File: src/rtl/xcheck_pkg.sv
package xcheck_pkg;
    localparam int WORD_W  = 16;
    localparam int BYTE_W  = 8;
    localparam int PAR_W   = WORD_W / BYTE_W;
    localparam int COPIES  = 2;
    localparam int DATA_MASTER = 0;
    localparam int PAR_MASTER  = 1;

    typedef struct packed {
        logic [WORD_W-1:0] data;
        logic [PAR_W-1:0]  par;
    } bus_word_t;

    function automatic logic [PAR_W-1:0] even_par(input logic [WORD_W-1:0] d);
        logic [PAR_W-1:0] p;
        for (int b = 0; b < PAR_W; b++) p[b] = ^d[b*BYTE_W +: BYTE_W];
        return p;
    endfunction

    function automatic logic [WORD_W-1:0] swap_bytes(input logic [WORD_W-1:0] d);
        logic [WORD_W-1:0] r;
        for (int b = 0; b < PAR_W; b++)
            r[b*BYTE_W +: BYTE_W] = d[(PAR_W-1-b)*BYTE_W +: BYTE_W];
        return r;
    endfunction
endpackage

File: src/rtl/xcheck_core.sv
module xcheck_core
    import xcheck_pkg::*;
#(
    parameter logic [WORD_W-1:0] KEY = 16'hA5C3
) (
    input  logic              clk,
    input  logic              rst,
    input  logic              in_valid,
    input  logic [WORD_W-1:0] in_data,
    input  logic              flt_data,
    input  logic              flt_par,
    output bus_word_t         gen,
    output logic              drv
);
    logic [WORD_W-1:0] word_q;
    logic [WORD_W-1:0] word_f;

    always_ff @(posedge clk) begin
        if (rst) begin
            word_q <= '0;
            drv    <= 1'b0;
        end else begin
            drv <= in_valid;
            if (in_valid) word_q <= swap_bytes(in_data) ^ KEY;
        end
    end

    always_comb begin
        word_f   = word_q ^ {{(WORD_W-1){1'b0}}, flt_data};
        gen.data = word_f;
        gen.par  = even_par(word_f) ^ {{(PAR_W-1){1'b0}}, flt_par};
    end
endmodule

File: src/rtl/xcheck_guard.sv
module xcheck_guard
    import xcheck_pkg::*;
(
    input  logic              clk,
    input  logic              rst,
    input  bus_word_t         own,
    input  bus_word_t         seen,
    input  logic              live,
    input  logic              in_valid,
    input  logic [WORD_W-1:0] in_data,
    input  logic [PAR_W-1:0]  in_par,
    input  logic              stuck_hi,
    input  logic              stuck_lo,
    output logic              fail
);
    logic cmp_raw, cmp_out, in_bad;

    always_comb begin
        cmp_raw = (own.data != seen.data) || (own.par != seen.par);
        cmp_out = stuck_hi || (!stuck_lo && cmp_raw);
        in_bad  = in_valid && (in_par != even_par(in_data));
    end

    always_ff @(posedge clk) begin
        if (rst)                          fail <= 1'b0;
        else if ((live && cmp_out) || in_bad) fail <= 1'b1;
    end
endmodule

File: src/rtl/xcheck_pair.sv
module xcheck_pair
    import xcheck_pkg::*;
#(
    parameter logic [WORD_W-1:0] KEY = 16'hA5C3
) (
    input  logic              clk,
    input  logic              rst,
    input  logic              in_valid,
    input  logic [WORD_W-1:0] in_data,
    input  logic [PAR_W-1:0]  in_par,
    input  logic [COPIES-1:0] flt_data,
    input  logic [COPIES-1:0] flt_par,
    input  logic [COPIES-1:0] chk_hi,
    input  logic [COPIES-1:0] chk_lo,
    output logic [WORD_W-1:0] bus_data,
    output logic [PAR_W-1:0]  bus_par,
    output logic              bus_oe,
    output logic [COPIES-1:0] fail,
    output logic              halt
);
    bus_word_t         gen [COPIES];
    logic [COPIES-1:0] drv;
    bus_word_t         shared;
    logic              data_en, par_en;

    assign halt    = |fail;
    assign data_en = drv[DATA_MASTER] && !halt;
    assign par_en  = drv[PAR_MASTER]  && !halt;

    always_comb begin
        shared.data = data_en ? gen[DATA_MASTER].data : '0;
        shared.par  = par_en  ? gen[PAR_MASTER].par   : '0;
    end

    assign bus_data = shared.data;
    assign bus_par  = shared.par;
    assign bus_oe   = data_en;

    for (genvar i = 0; i < COPIES; i++) begin : g_copy
        xcheck_core #(.KEY(KEY)) u_core (
            .clk      (clk),
            .rst      (rst),
            .in_valid (in_valid),
            .in_data  (in_data),
            .flt_data (flt_data[i]),
            .flt_par  (flt_par[i]),
            .gen      (gen[i]),
            .drv      (drv[i])
        );
        xcheck_guard u_guard (
            .clk      (clk),
            .rst      (rst),
            .own      (gen[i]),
            .seen     (shared),
            .live     (data_en),
            .in_valid (in_valid),
            .in_data  (in_data),
            .in_par   (in_par),
            .stuck_hi (chk_hi[i]),
            .stuck_lo (chk_lo[i]),
            .fail     (fail[i])
        );
    end
endmodule

File: config.mk
export PLATFORM = sky130hd
export DESIGN_NAME = xcheck_pair
export DESIGN_NICKNAME = d
export VERILOG_FILES = /design/src/rtl/xcheck_pkg.sv /design/src/rtl/xcheck_core.sv /design/src/rtl/xcheck_guard.sv /design/src/rtl/xcheck_pair.sv
export SDC_FILE = /design/constraint.sdc
export NUM_CORES = 1
export LEC_CHECK = 0
export BUFFER_PORTS_ARGS = -buffer_cell sky130_fd_sc_hd__buf_2
export CAP_MARGIN = 20
export CORE_MARGIN = 8
export CORE_UTILIZATION = 46
export DETAILED_ROUTE_END_ITERATION = 10
export PLACE_DENSITY_LB_ADDON = 0.12
export SETUP_SLACK_MARGIN = 0.2
export SLEW_MARGIN = 30
export SYNTH_ARGS = -nofsm -noshare
export SYNTH_HDL_FRONTEND = slang
export SYNTH_SLANG_ARGS = --single-unit
export TNS_END_PERCENT = 1
File: constraint.sdc
create_clock -name clk -period 1.7 [get_ports clk]
set_input_delay 0.255 -clock clk [delete_from_list [all_inputs] [get_ports clk]]
set_output_delay 0.255 -clock clk [all_outputs]
set_load 0.01 [all_outputs]
* Word level (Yosys, flattened, before mapping)
Index checks and enable logic that the tools add are counted.
Word-level totals: register bits 19, input port bits 29, word-level logic and storage cells 38
Operators by class: bitwise operators 5, muxes and demuxes 2, reduce and logical (&&, ||, !) cells 22, equal/unequal tests 5
Operators by type and width (number):
- $reduce_xor A8 Y1 | 6
- $ne A16 B16 Y1 | 2
- $xor A16 B1 Y16 | 2
- $mux W16 | 1
- $not A8 Y8 | 1
- $logic_and A1 B1 Y1 | 6
- $logic_or A1 B1 Y1 | 6
- $ne A2 B2 Y1 | 3
- $xor A2 B1 Y2 | 2
- $logic_not A1 Y1 | 3
- $mux W2 | 1
- $reduce_or A2 Y1 | 1

* Logic depth before layout (Yosys ltp)
Gate-level depths: netlist (run 1).
depth in word-level cells 10, mapped depth 5

* Hierarchy
From an unflattened synthesis (run 1), not the netlist that was laid out.
Unflattened totals: cells, all modules 285, area total of the unflattened synthesis 2847.7 um^2
By module, submodules not included:
- xcheck_core | area each 825.8 um^2, cells an instance 85, instances 2
- xcheck_guard | area each 437.9 um^2, cells an instance 45, instances 2
- xcheck_pair | area each 320.3 um^2, cells an instance 25, instances 1

* Worst setup path before layout (run 1)
No wires, ideal clock.
kind register -> output, start register g_copy[1].u_core.word_q[0], end output bus_par[0], path slack 0.407 ns, buffers on the path 0, data required time 1.445 ns, arrival 1.038 ns, cell stages (with the launch flop) 6, path through dfxtp_1 > xnor2_1 > xnor2_1 > xnor2_1 > xnor2_1 > nor2_1
Between the ends: cells in the longest elaborated chain, start to end 4
Ends and longest elaborated chain:
- from (decl) | line xcheck_core.sv:15 | logic [WORD_W-1:0] word_q;
- from (signal assigned) | line xcheck_core.sv:24 | if (in_valid) word_q <= swap_bytes(in_data) ^ KEY;
- $xor A16 B1 Y16 | line xcheck_core.sv:29 | word_f = word_q ^ {{(WORD_W-1){1'b0}}, flt_data};
- $reduce_xor A8 Y1 | line xcheck_pkg.sv:16 | for (int b = 0; b < PAR_W; b++) p[b] = ^d[b*BYTE_W +: BYTE_W];
- $xor A2 B1 Y2 | line xcheck_core.sv:31 | gen.par = even_par(word_f) ^ {{(PAR_W-1){1'b0}}, flt_par};
- $mux W2 | line xcheck_pair.sv:32 | shared.par = par_en ? gen[PAR_MASTER].par : '0;
- to (decl) | line xcheck_pair.sv:16 | output logic [PAR_W-1:0] bus_par,
Every way passes these cells.

* Worst setup path in the final report (run 1)
start register g_copy[1].u_core.word_q[7], end output bus_par[0]
Same word-level chain as after synthesis.

==> reports/metrics.yaml, run 1 <==
routing:
  ant_nets: 0
  dr.pass1.iters: 4
  drt_iter0_markers: 16
  wl_um: 2938
  drcViolationCount: 0
  num_vias: 1024
  wire_per_inst_um: 14.40
  vias_per_cell: 5.020
hold_path:
  hold_path_end: "g_copy[1].u_core.word_q[6]"
  holdPathStages: 2
  holdCritPathClass: "input pin to flip-flop"
  hold_start: "in_data[14]"
layout:
  final_core_util_pct: 69.00
  nFillCells: 197
  final_common_cell: "buf_2"
  areaGrowthSynthToFinish_pct: 46.20
  layout.cells.non_filler: 204
  drive_gt1_share_pct: 51.72
  nNetsFinal: 204
  mostFrequentLayoutCells: "36 x buf_2, 20 x xnor2_1, 19 x nor2_1"
  antenna_cells: 0
worst_setup_path:
  crit_family: "XOR/XNOR gates"
  cp_data_arrival_time_ns: 1.46
  rrSetupSlack_ns: 0.64
  worstSetupEndpointType: "output port"
  rr_endpoint: "g_copy[1].u_guard.fail"
  cpPeakStageDelay_ns: 0.35
  cp_cell_sequence: "xnor2_2 > xnor2_1 > xnor2_1 > xnor2_1 > nor2_1 > buf_2"
  r2r_start: "g_copy[0].u_guard.fail"
  worst_setup_path_start_kind: "flip-flop"
  critPathRequiredTime_ns: 1.44
  reg2reg_depth: 6
  critical_path_class: "flip-flop to output port"
  critPathMostFrequentCell: "xnor2_1"
  crit_fanout: 2
  cp_slowest_cell: "dfxtp_2"
  path_buf_inv: 1
yosys:
  synth_top_area_share_pct: 33.44
  synth_cells: 124
  synth-seq-cells: 19
  yosysSeqAreaShare_pct: 33.44
  yosysWarnings: 0
  synth.area.top_cells: "dfxtp_1 33%, xnor2_1 18%, and3_1 8.3%, mux2i_1 7.0%, nor2_1 6.6%"
  synth.distinct_cells: 19
  synthesis.area_um2: 1137
  synth.avg_cell_area_um2: 9.172
  syn_nets: 153
  synth_top_area_cell: "dfxtp_1"
status:
  status: "finished with violations"
  violations: "setup timing"
sta:
  setup_tns_ns: -0.01502
  hold_slack_ns: 0.1444
  fin_crit_ns: 1.715
  slew_violations: 0
  worst_pin_slew_ns: 0.5211
  finalHoldViolCount: 0
  finClkSkew_ns: 0.005884
  max_freq_mhz: 583.1
  period_share_pct: 100.9
  worst_slack_ns: -0.01502
  rsz0062_at_grt: "true"
  setup_viol: 1
  relSlewSlack_pct: 65.26
global_routing:
  grt_pass1_wl_um: 4574
  grt_max_degree: 27
  grtUsageTotal_pct: 13.08
  antenna_found_initial: 0
  grt_overflow_total: 0
  grt_pass1_vias: 1043
die:
  die_x_um: 65.73
  rows: 18
  io_pins: 51
  coreArea_um2: 2410
  design.die.area_um2: 4320
  fp.dieH_um: 65.73
  start_util_pct: 47.20
power:
  p_leak_nw: 0.7724
  power_density_nw_per_um2: 735.8
  ir_drop_mv: 0.4757
cts:
  cts-htree-levels: 1
  cts_num_sinks: 19
  cts.hold.buffers_added: 0
  cts.reportedPaths.clkPinSlew_ns: 0.10
  cts_tree: "done"
  clkLatencyLatePin_ns: 0.30
  cts_buffer_depth: 2
  root_buffer: "clkbuf_4"
  cts-buffers-inserted: 3
placement:
  dp.cells: 198
  dp_hpwl_um: 2173
  place.gp.congestion: 0.8024
  io_buffers: 50
flow_run:
  max_cap_viol_count: 0
-- state kept, by name, summed over array words and instances, names as in the netlist --
register              count
g_copy.u_core.word_q     16
g_copy.u_guard.fail       2
g_copy.u_core.drv         1
-- cells in the mapped netlist --
cell      instances
a21oi_1           4
mux2i_1           8
buf_4             2
o21ai_1           1
xnor2_1          23
nor2_1           20
dfxtp_1          19
o21bai_1          2
inv_1             2
nand2_1           1
a211oi_1          8
xnor3_1           2
and3_1           15
xnor2_2           2
buf_6             1
clkbuf_1          5
xor2_1            7
buf_2             1
nor2b_1           1
-- worst max path at each step --
| stage | startpoint | to | slack, ns | depth (start not counted) |
|---|---|---|---|---|
| after global placement | in_data[13] | g_copy[0].u_guard.fail | 0.24 | 6 |
| after global routing | g_copy[1].u_core.word_q[6] | bus_par[0] | -0.09 | 6 |
| after CTS | g_copy[1].u_core.word_q[0] | bus_par[0] | 0.0005 | 6 |
| final | g_copy[1].u_core.word_q[7] | bus_par[0] | -0.02 | 6 |
| after floorplan | g_copy[1].u_core.word_q[0] | bus_par[0] | 0.41 | 5 |
| after detailed placement | in_data[13] | g_copy[1].u_guard.fail | 0.19 | 6 |
-- through the flow --
stage               total power [mW]  worst slack [ns]  area [µm²]
floorplan                     0.8029            0.4075        1137
global placement              0.9202            0.2431        1398
detailed placement            0.9288            0.1946        1398
CTS                            1.180         0.0005105        1473
global route                   1.303          -0.09462        1663
finish                         1.224          -0.01502        1663
-- power breakdown --
part	total, mW	internal, mW	switching (mW)
clock	0.235	0.0915	0.143
combinational	0.463	0.250	0.213
sequential	0.526	0.485	0.0413
total	1.22	0.826	0.397
-- metal layers --
layer | part of all wire, % | vias to the layer above | track usage (%)
met2 | 51 | 36 | 21.92
li1 | - | 516 | -
met5 | 0 | - | 0
met3 | 9.1 | 5 | 4.082
met1 | 38 | 467 | 14.85
met4 | 1.6 | 0 | 5.722
-- cells by family (layout without fill, tap and decap cells) --
group	after synthesis	after routing	share of synthesized area, %
AOI/OAI and AO/OA	15	15	8.800
xor gates and xnor gates	34	34	29.92
buffers and inverters	11	61	5.060
DFF	19	19	33.44
muxes	8	8	7.041
and+or+nand+nor	37	37	15.73
-- what timing repair did --
action                     CTS  global route
setup buffers                2             0
setup endpoints to repair   15            19
gates resized for setup     14            37
pin swaps                    8            16
-- final cells by class --
class                   count  area, µm²  share of cell area, %
multi-input cells          94      807.0                  48.53
well taps                  30      37.54                  2.257
clock buffers               4      26.28                  1.580
inverters                   2      7.507                 0.4515
repair buffers             55      382.9                  23.02
flip-flops and latches     19      401.6                  24.15
Power figures use the tool's default switching activity.
==> run 2: changes to the inputs <==
==> constraint.sdc (replaced) <==
create_clock -name clk -period 1.7 [get_ports clk]
set_input_delay 0.17 -clock clk [delete_from_list [all_inputs] [get_ports clk]]
set_output_delay 0.17 -clock clk [all_outputs]
set_load 0.01 [all_outputs]
==> run 2 against run 1 <==
The run now ends clean. Clock skew down 0.00055 ns. Largest power group unchanged. Global-route usage is 0.43 points lower. Critical path depth unchanged. Clock power hardly changed. Setup slack improved by 0.10 ns. Sequential cell count did not move. Maximum frequency grew 6.5%. Final cell count did not move. Cell area down 9.3%.
==> reports/metrics.yaml, run 2 (same netlist as run 1, synthesis figures left out) <==
power:
  power_density_nw_per_um2: 787.1  # +7.0%
  power_mw: 1.187  # -3.0%
  p_sw_uw: 379.8  # -4.4%
  p_leak_nw: 0.7872  # +1.9%
  pwr-share-clk_pct: 19.7  # +0.5 points
  ir_drop_mv: 0.6532  # +37%
  p_int_uw: 806.8  # -2.4%
  combPwrFrac_pct: 36.3  # -1.5 points
  switching_share_pct: 32.01  # -0.46 points
  seqPwrFrac_pct: 44.0  # +1.0 points
global_routing:
  grt_max_degree: 27  # unchanged
  grt_pass1_wl_um: 4409  # -3.6%
  grt_pass1_vias: 1031  # -1.2%
  grt_overflow_total: 0  # unchanged
  grtUsageTotal_pct: 12.66  # -0.43 points
  antenna_found_initial: 0  # unchanged
die:
  io_pins: 51  # unchanged
  start_util_pct: 47.20  # unchanged
  design.die.area_um2: 4320  # unchanged
  die_x_um: 65.73  # unchanged
  coreArea_um2: 2410  # unchanged
  rows: 18  # unchanged
  fp.dieH_um: 65.73  # unchanged
cts:
  cts-htree-levels: 1  # unchanged
  root_buffer: "clkbuf_4"
  cts_num_sinks: 19  # unchanged
  cts.reportedPaths.clkPinSlew_ns: 0.11  # about the same
  cts_tree: "done"
  cts.hold.buffers_added: 0  # unchanged
  clkLatencyLatePin_ns: 0.30  # about the same
  cts_buffer_depth: 2  # unchanged
  cts-buffers-inserted: 3  # unchanged
routing:
  num_vias: 994  # -2.9%
  dr.pass1.iters: 4  # unchanged
  drt_iter0_markers: 52  # +36
  drcViolationCount: 0  # unchanged
  wl_um: 2802  # -4.6%
  wire_per_inst_um: 13.74  # -4.6%
  ant_nets: 0  # unchanged
  vias_per_cell: 4.873  # -2.9%
worst_setup_path:
  cp_cell_sequence: "xnor2_2 > xnor2_1 > xnor2_1 > xnor2_1 > nor2_1 > buf_2"
  critPathRequiredTime_ns: 1.53  # +0.09 ns
  worst_setup_path_start_kind: "flip-flop"
  cpPeakStageDelay_ns: 0.36  # about the same
  critPathMostFrequentCell: "xnor2_1"
  cp_data_arrival_time_ns: 1.44  # -0.02 ns
  cp_slowest_cell: "dfxtp_4"
  crit_family: "XOR/XNOR gates"
  path_buf_inv: 1  # unchanged
  crit_fanout: 2  # unchanged
  worstSetupEndpointType: "output port"
  critical_path_class: "flip-flop to output port"
layout:
  register_area_um2: 395.4  # -1.6%
  final_common_cell: "buf_2"
  drive_gt1_share_pct: 44.83  # -6.9 points
  multi_input_area_um2: 749.5  # -7.1%
  top_register: "g_copy.u_core.word_q"
  nNetsFinal: 204  # unchanged
  largest_register_ff_count: 16  # unchanged
  areaGrowthSynthToFinish_pct: 32.56
  nFillCells: 232  # +18%
  final_cell_area_um2: 1508  # -9.3%
  mostFrequentLayoutCells: "50 x buf_2, 19 x xnor2_1, 18 x nor2_1"
  top_regs: "g_copy.u_core.word_q: 16 flops, g_copy.u_guard.fail: 2 flops, g_copy.u_core.drv: 1 flops"
  antenna_cells: 0  # unchanged
sta:
  fin_crit_ns: 1.610  # -0.1048 ns
  rsz0062_at_grt: "true"
  period_share_pct: 94.72  # -6.2 points
  slew_violations: 0  # unchanged
  finClkSkew_ns: 0.005334  # -0.0005505 ns
  relSlewSlack_pct: 64.15  # -1.1 points
  finalHoldViolCount: 0  # unchanged
  max_freq_mhz: 621.0  # +6.5%
  setup_tns_ns: 0  # +0.01502 ns
  setup_viol: 0  # -1
  worst_pin_slew_ns: 0.5378  # +0.01667 ns
placement:
  placedInstanceArea_um2: 1398  # unchanged
  dp_hpwl_um: 2181  # +0.39%
  io_buffers: 50  # unchanged
  place.gp.congestion: 0.8005  # -0.24%
hold_path:
  holdCritPathClass: "input pin to flip-flop"
status:
  status: "complete, no violations"
flow_run:
  max_cap_viol_count: 0  # unchanged
run 2: final timing paths:
kind,end,start,cells after the start,slack [ns]
setup / recovery,bus_par[0],g_copy[1].u_core.word_q[0],6,0.09
hold / removal,g_copy[1].u_core.word_q[6],in_data[14],2,0.06
setup reg to reg,g_copy[1].u_guard.fail,g_copy[1].u_guard.fail,6,0.56
hold reg to reg,g_copy[1].u_core.word_q[6],g_copy[1].u_core.word_q[6],2,0.51
run 2: stage by stage:
step	worst slack, ns	utilization [%]	hold WS (ns)	cells
after floorplan	0.4925	-	0.2690	124
after global placement	0.3351	58.00	0.3808	198
after detailed placement	0.3044	58.00	0.3842	198
after CTS	0.07267	60.64	0.05315	204
after global routing	-0.01278	62.56	0.04712	204
final	0.08981	62.56	0.06179	204
run 2: layer usage:
layer  wire length (µm)  track usage (%)
met2               1335            22.05
met3                284            4.252
met1               1152            14.03
met5                  0                0
met4                 30            4.087
run 2: cell type report:
type	instances	area share (%)
multi-input combinational	94	49.71
tap	30	2.490
sequential	19	26.22
clock buffer	4	1.743
timing repair buffer	55	19.34
inverter	2	0.4979
run 2: power by group through the flow:
stage / Combinational (mW) / Clock, mW / Sequential [mW]
after detailed placement: 0.407 / 0 / 0.522
final: 0.431 / 0.233 / 0.522
after global placement: 0.400 / 0 / 0.520
after global routing: 0.471 / 0.268 / 0.529
after CTS: 0.417 / 0.243 / 0.513
after floorplan: 0.290 / 0 / 0.513
run 2: timing repair:
item                                    4_1_cts  5_1_grt
endpoints found under the setup margin        4        7
pin swaps                                     4        1
setup buffers                                 2        0
gates resized for setup                       7       14
==> run 3: changes to the inputs <==
- ABC_AREA: not set -> 1
- CORE_UTILIZATION: 46 -> 49
==> run 3 against run 2 <==
Clock-buffer cell count is the same. Cell area up 19%. Synthesized cell count grew 79%. Clock power is 5% lower. Worst hold slack lost 0.0014 ns. Critical path type unchanged.
==> reports/metrics.yaml, run 3 <==
yosys:
  syn_nets: 251  # +64%
  synth_xor_area_share_pct: 13.62  # -16 points
  synthesis.area_um2: 1350  # +19%
  yosysWarnings: 0  # unchanged
  synth.distinct_cells: 22  # +3
  synth_top_family_by_area: "simple AND/OR/NAND/NOR gates"
  synth_top_area_cell: "dfxtp_1"
  yosysMostFrequentCell: "nand2_1"
  yosys-top-cells-count: "59 x nand2_1, 28 x inv_1, 20 x nor2_1"
  synth_compound_area_share_pct: 13.99  # +5.2 points
  synth_edf_count: 0  # unchanged
  muxShareOfSynthArea_pct: 0  # -7.0 points
  synth_ff_type: "dfxtp_1"
  synth.avg_cell_area_um2: 6.081  # -34%
  synth_cells: 222  # +79%
  synth-adder-area-share_pct: 0  # unchanged
  synth-seq-cells: 19  # unchanged
  synth-simple-area-share_pct: 31.60  # +16 points
  yosysSeqAreaShare_pct: 28.17  # -5.3 points
  synth.area.top_cells: "dfxtp_1 28%, nand2_1 16%, xnor2_1 10%, inv_1 7.8%, a21oi_1 6.7%"
  ys_async_sr_fraction_pct: 0  # unchanged
  synth_top_area_share_pct: 28.17  # -5.3 points
layout:
  final_cell_area_um2: 1789  # +19%
  top_register: "g_copy.u_core.word_q"
  nNetsFinal: 303  # +49%
  final_common_cell: "buf_2"
  top_regs: "g_copy.u_core.word_q: 16 flops, g_copy.u_guard.fail: 2 flops, g_copy.u_core.drv: 1 flops"
  largest_register_ff_count: 16  # unchanged
  antenna_cells: 0  # unchanged
  drive_gt1_share_pct: 38.83  # -6.0 points
  areaGrowthSynthToFinish_pct: 32.53  # about the same
  mostFrequentLayoutCells: "49 x buf_2, 48 x nand2_1, 24 x inv_1"
die:
  rows: 19  # +1
  start_util_pct: 50.26  # +3.1 points
  coreArea_um2: 2686  # +11%
  fp.dieH_um: 68.49  # +4.2%
  design.die.area_um2: 4691  # +8.6%
  io_pins: 51  # unchanged
  die_x_um: 68.49  # +4.2%
global_routing:
  antenna_found_initial: 0  # unchanged
  grtUsageTotal_pct: 14.18  # +1.5 points
  grt_max_degree: 19  # -30%
  grt_pass1_wl_um: 5299  # +20%
  grt_pass1_vias: 1293  # +25%
  grt_overflow_total: 0  # unchanged
routing:
  num_vias: 1474  # +48%
  vias_per_cell: 4.849  # -0.49%
  drcViolationCount: 0  # unchanged
  wl_um: 3419  # +22%
  ant_nets: 0  # unchanged
  dr.pass1.iters: 4  # unchanged
  wire_per_inst_um: 11.25  # -18%
  drt_iter0_markers: 59  # +13%
sta:
  finClkSkew_ns: 0.001820  # -0.003514 ns
  slew_violations: 0  # unchanged
  worst_slack_ns: 0.03297  # -0.05684 ns
  worst_pin_slew_ns: 0.4392  # -0.09853 ns
  hold_slack_ns: 0.06040  # -0.001389 ns
  period_share_pct: 98.06  # +3.3 points
  relSlewSlack_pct: 70.68  # +6.5 points
  setup_viol: 0  # unchanged
  setup_tns_ns: 0  # unchanged
  fin_crit_ns: 1.667  # +0.05684 ns
  finalHoldViolCount: 0  # unchanged
  max_freq_mhz: 599.9  # -3.4%
  rsz0062_at_grt: "true"
hold_path:
  holdCritPathClass: "input pin to flip-flop"
cts:
  cts_tree: "done"
  root_buffer: "clkbuf_4"
  cts.hold.buffers_added: 0  # unchanged
  cts.reportedPaths.clkPinSlew_ns: 0.10  # about the same
  cts-htree-levels: 1  # unchanged
  clkLatencyLatePin_ns: 0.29  # about the same
  cts_buffer_depth: 2  # unchanged
  cts-buffers-inserted: 3  # unchanged
  cts_num_sinks: 19  # unchanged
placement:
  dp_slack_ns: 0.1557  # -0.1486 ns
  dp_hpwl_um: 2738  # +26%
  io_buffers: 50  # unchanged
  place.gp.congestion: 0.7314  # -8.6%
  placedInstanceArea_um2: 1623  # +16%
flow_run:
  max_cap_viol_count: 0  # unchanged
power:
  power_density_nw_per_um2: 691.0  # -12%
  p_leak_nw: 0.9534  # +21%
  ir_drop_mv: 0.6177  # -5.4%
worst_setup_path:
  critical_path_class: "flip-flop to output port"
  worst_setup_path_start_kind: "flip-flop"
  critPathRequiredTime_ns: 1.53  # about the same
  cp_data_arrival_time_ns: 1.50  # +0.06 ns
  worstSetupEndpointType: "output port"
  crit_fanout: 5  # +3
status:
  status: "complete, no violations"
run 3: kinds of logic (layout without fill, tap and decap cells):
logic type                after synthesis  count (layout)
DFF                                    19              19
buffers and inverters                  43              94
AOI/OAI and AO/OA                      37              37
and+or+nand+nor                       102             102
xor gates and xnor gates               21              21
run 3: final cells by class:
| type | count | area [µm²] |
|---|---|---|
| fillers | 273 | 897.1 |
| multi-input cells | 160 | 893.4 |
| well taps | 31 | 38.79 |
| flip-flops and latches | 19 | 399.1 |
| inverters | 35 | 133.9 |
| repair buffers | 55 | 297.8 |
| clock buffers | 4 | 26.28 |
run 3: layer usage:
layer  share of wire [%]  track usage, %  up-vias
li1                    -               -      789
met3                 3.1           2.585        4
met4                0.73           3.069        0
met2                  51           25.32       27
met5                   0               0        -
met1                  45           17.19      654
run 3: final timing paths:
path / startpoint / end / slack, ns / depth (start not counted)
worst max-delay path: g_copy[1].u_core.word_q[5] / bus_par[0] / 0.03 / 11
worst min-delay path: rst / g_copy[0].u_guard.fail / 0.06 / 2
worst max register to register: g_copy[1].u_core.word_q[5] / g_copy[0].u_guard.fail / 0.13 / 16
worst min register to register: g_copy[1].u_core.word_q[2] / g_copy[1].u_core.word_q[2] / 0.52 / 2
run 3: repair_timing:
item | 4_1_cts | 5_1_grt
resized for setup | 9 | 34
pin swaps | 1 | 13
buffers inserted | 0 | 2
setup endpoints to repair | 3 | 19
run 3: report_power, final:
group          total [mW]  leakage (nW)  internal, mW  switching, mW
sequential          0.517         0.162         0.481         0.0351
clock               0.222        0.0150        0.0912          0.131
combinational       0.498         0.777         0.215          0.283
total                1.24         0.953         0.788          0.449
run 3: metrics by stage:
step	instances	util, %	power (mW)
4_1_cts	302	62.23	1.196
6_report	304	66.60	1.236
5_1_grt	304	66.60	1.333
3_5_place_dp	298	60.41	0.9677
3_3_place_gp	298	60.41	0.9644
2_1_floorplan	222	-	0.8443
run 3: worst max-delay path, cell delays in order, from the launching register on:
cell     delay, ns
dfxtp_4       0.38
inv_4         0.04
nand2_1       0.06
nand2_1       0.06
nand2_2       0.11
nand2_2       0.08
nand2_2       0.06
nand2_2       0.06
nand2_2       0.08
nand2_2       0.06
nor2_4        0.12
buf_6         0.11
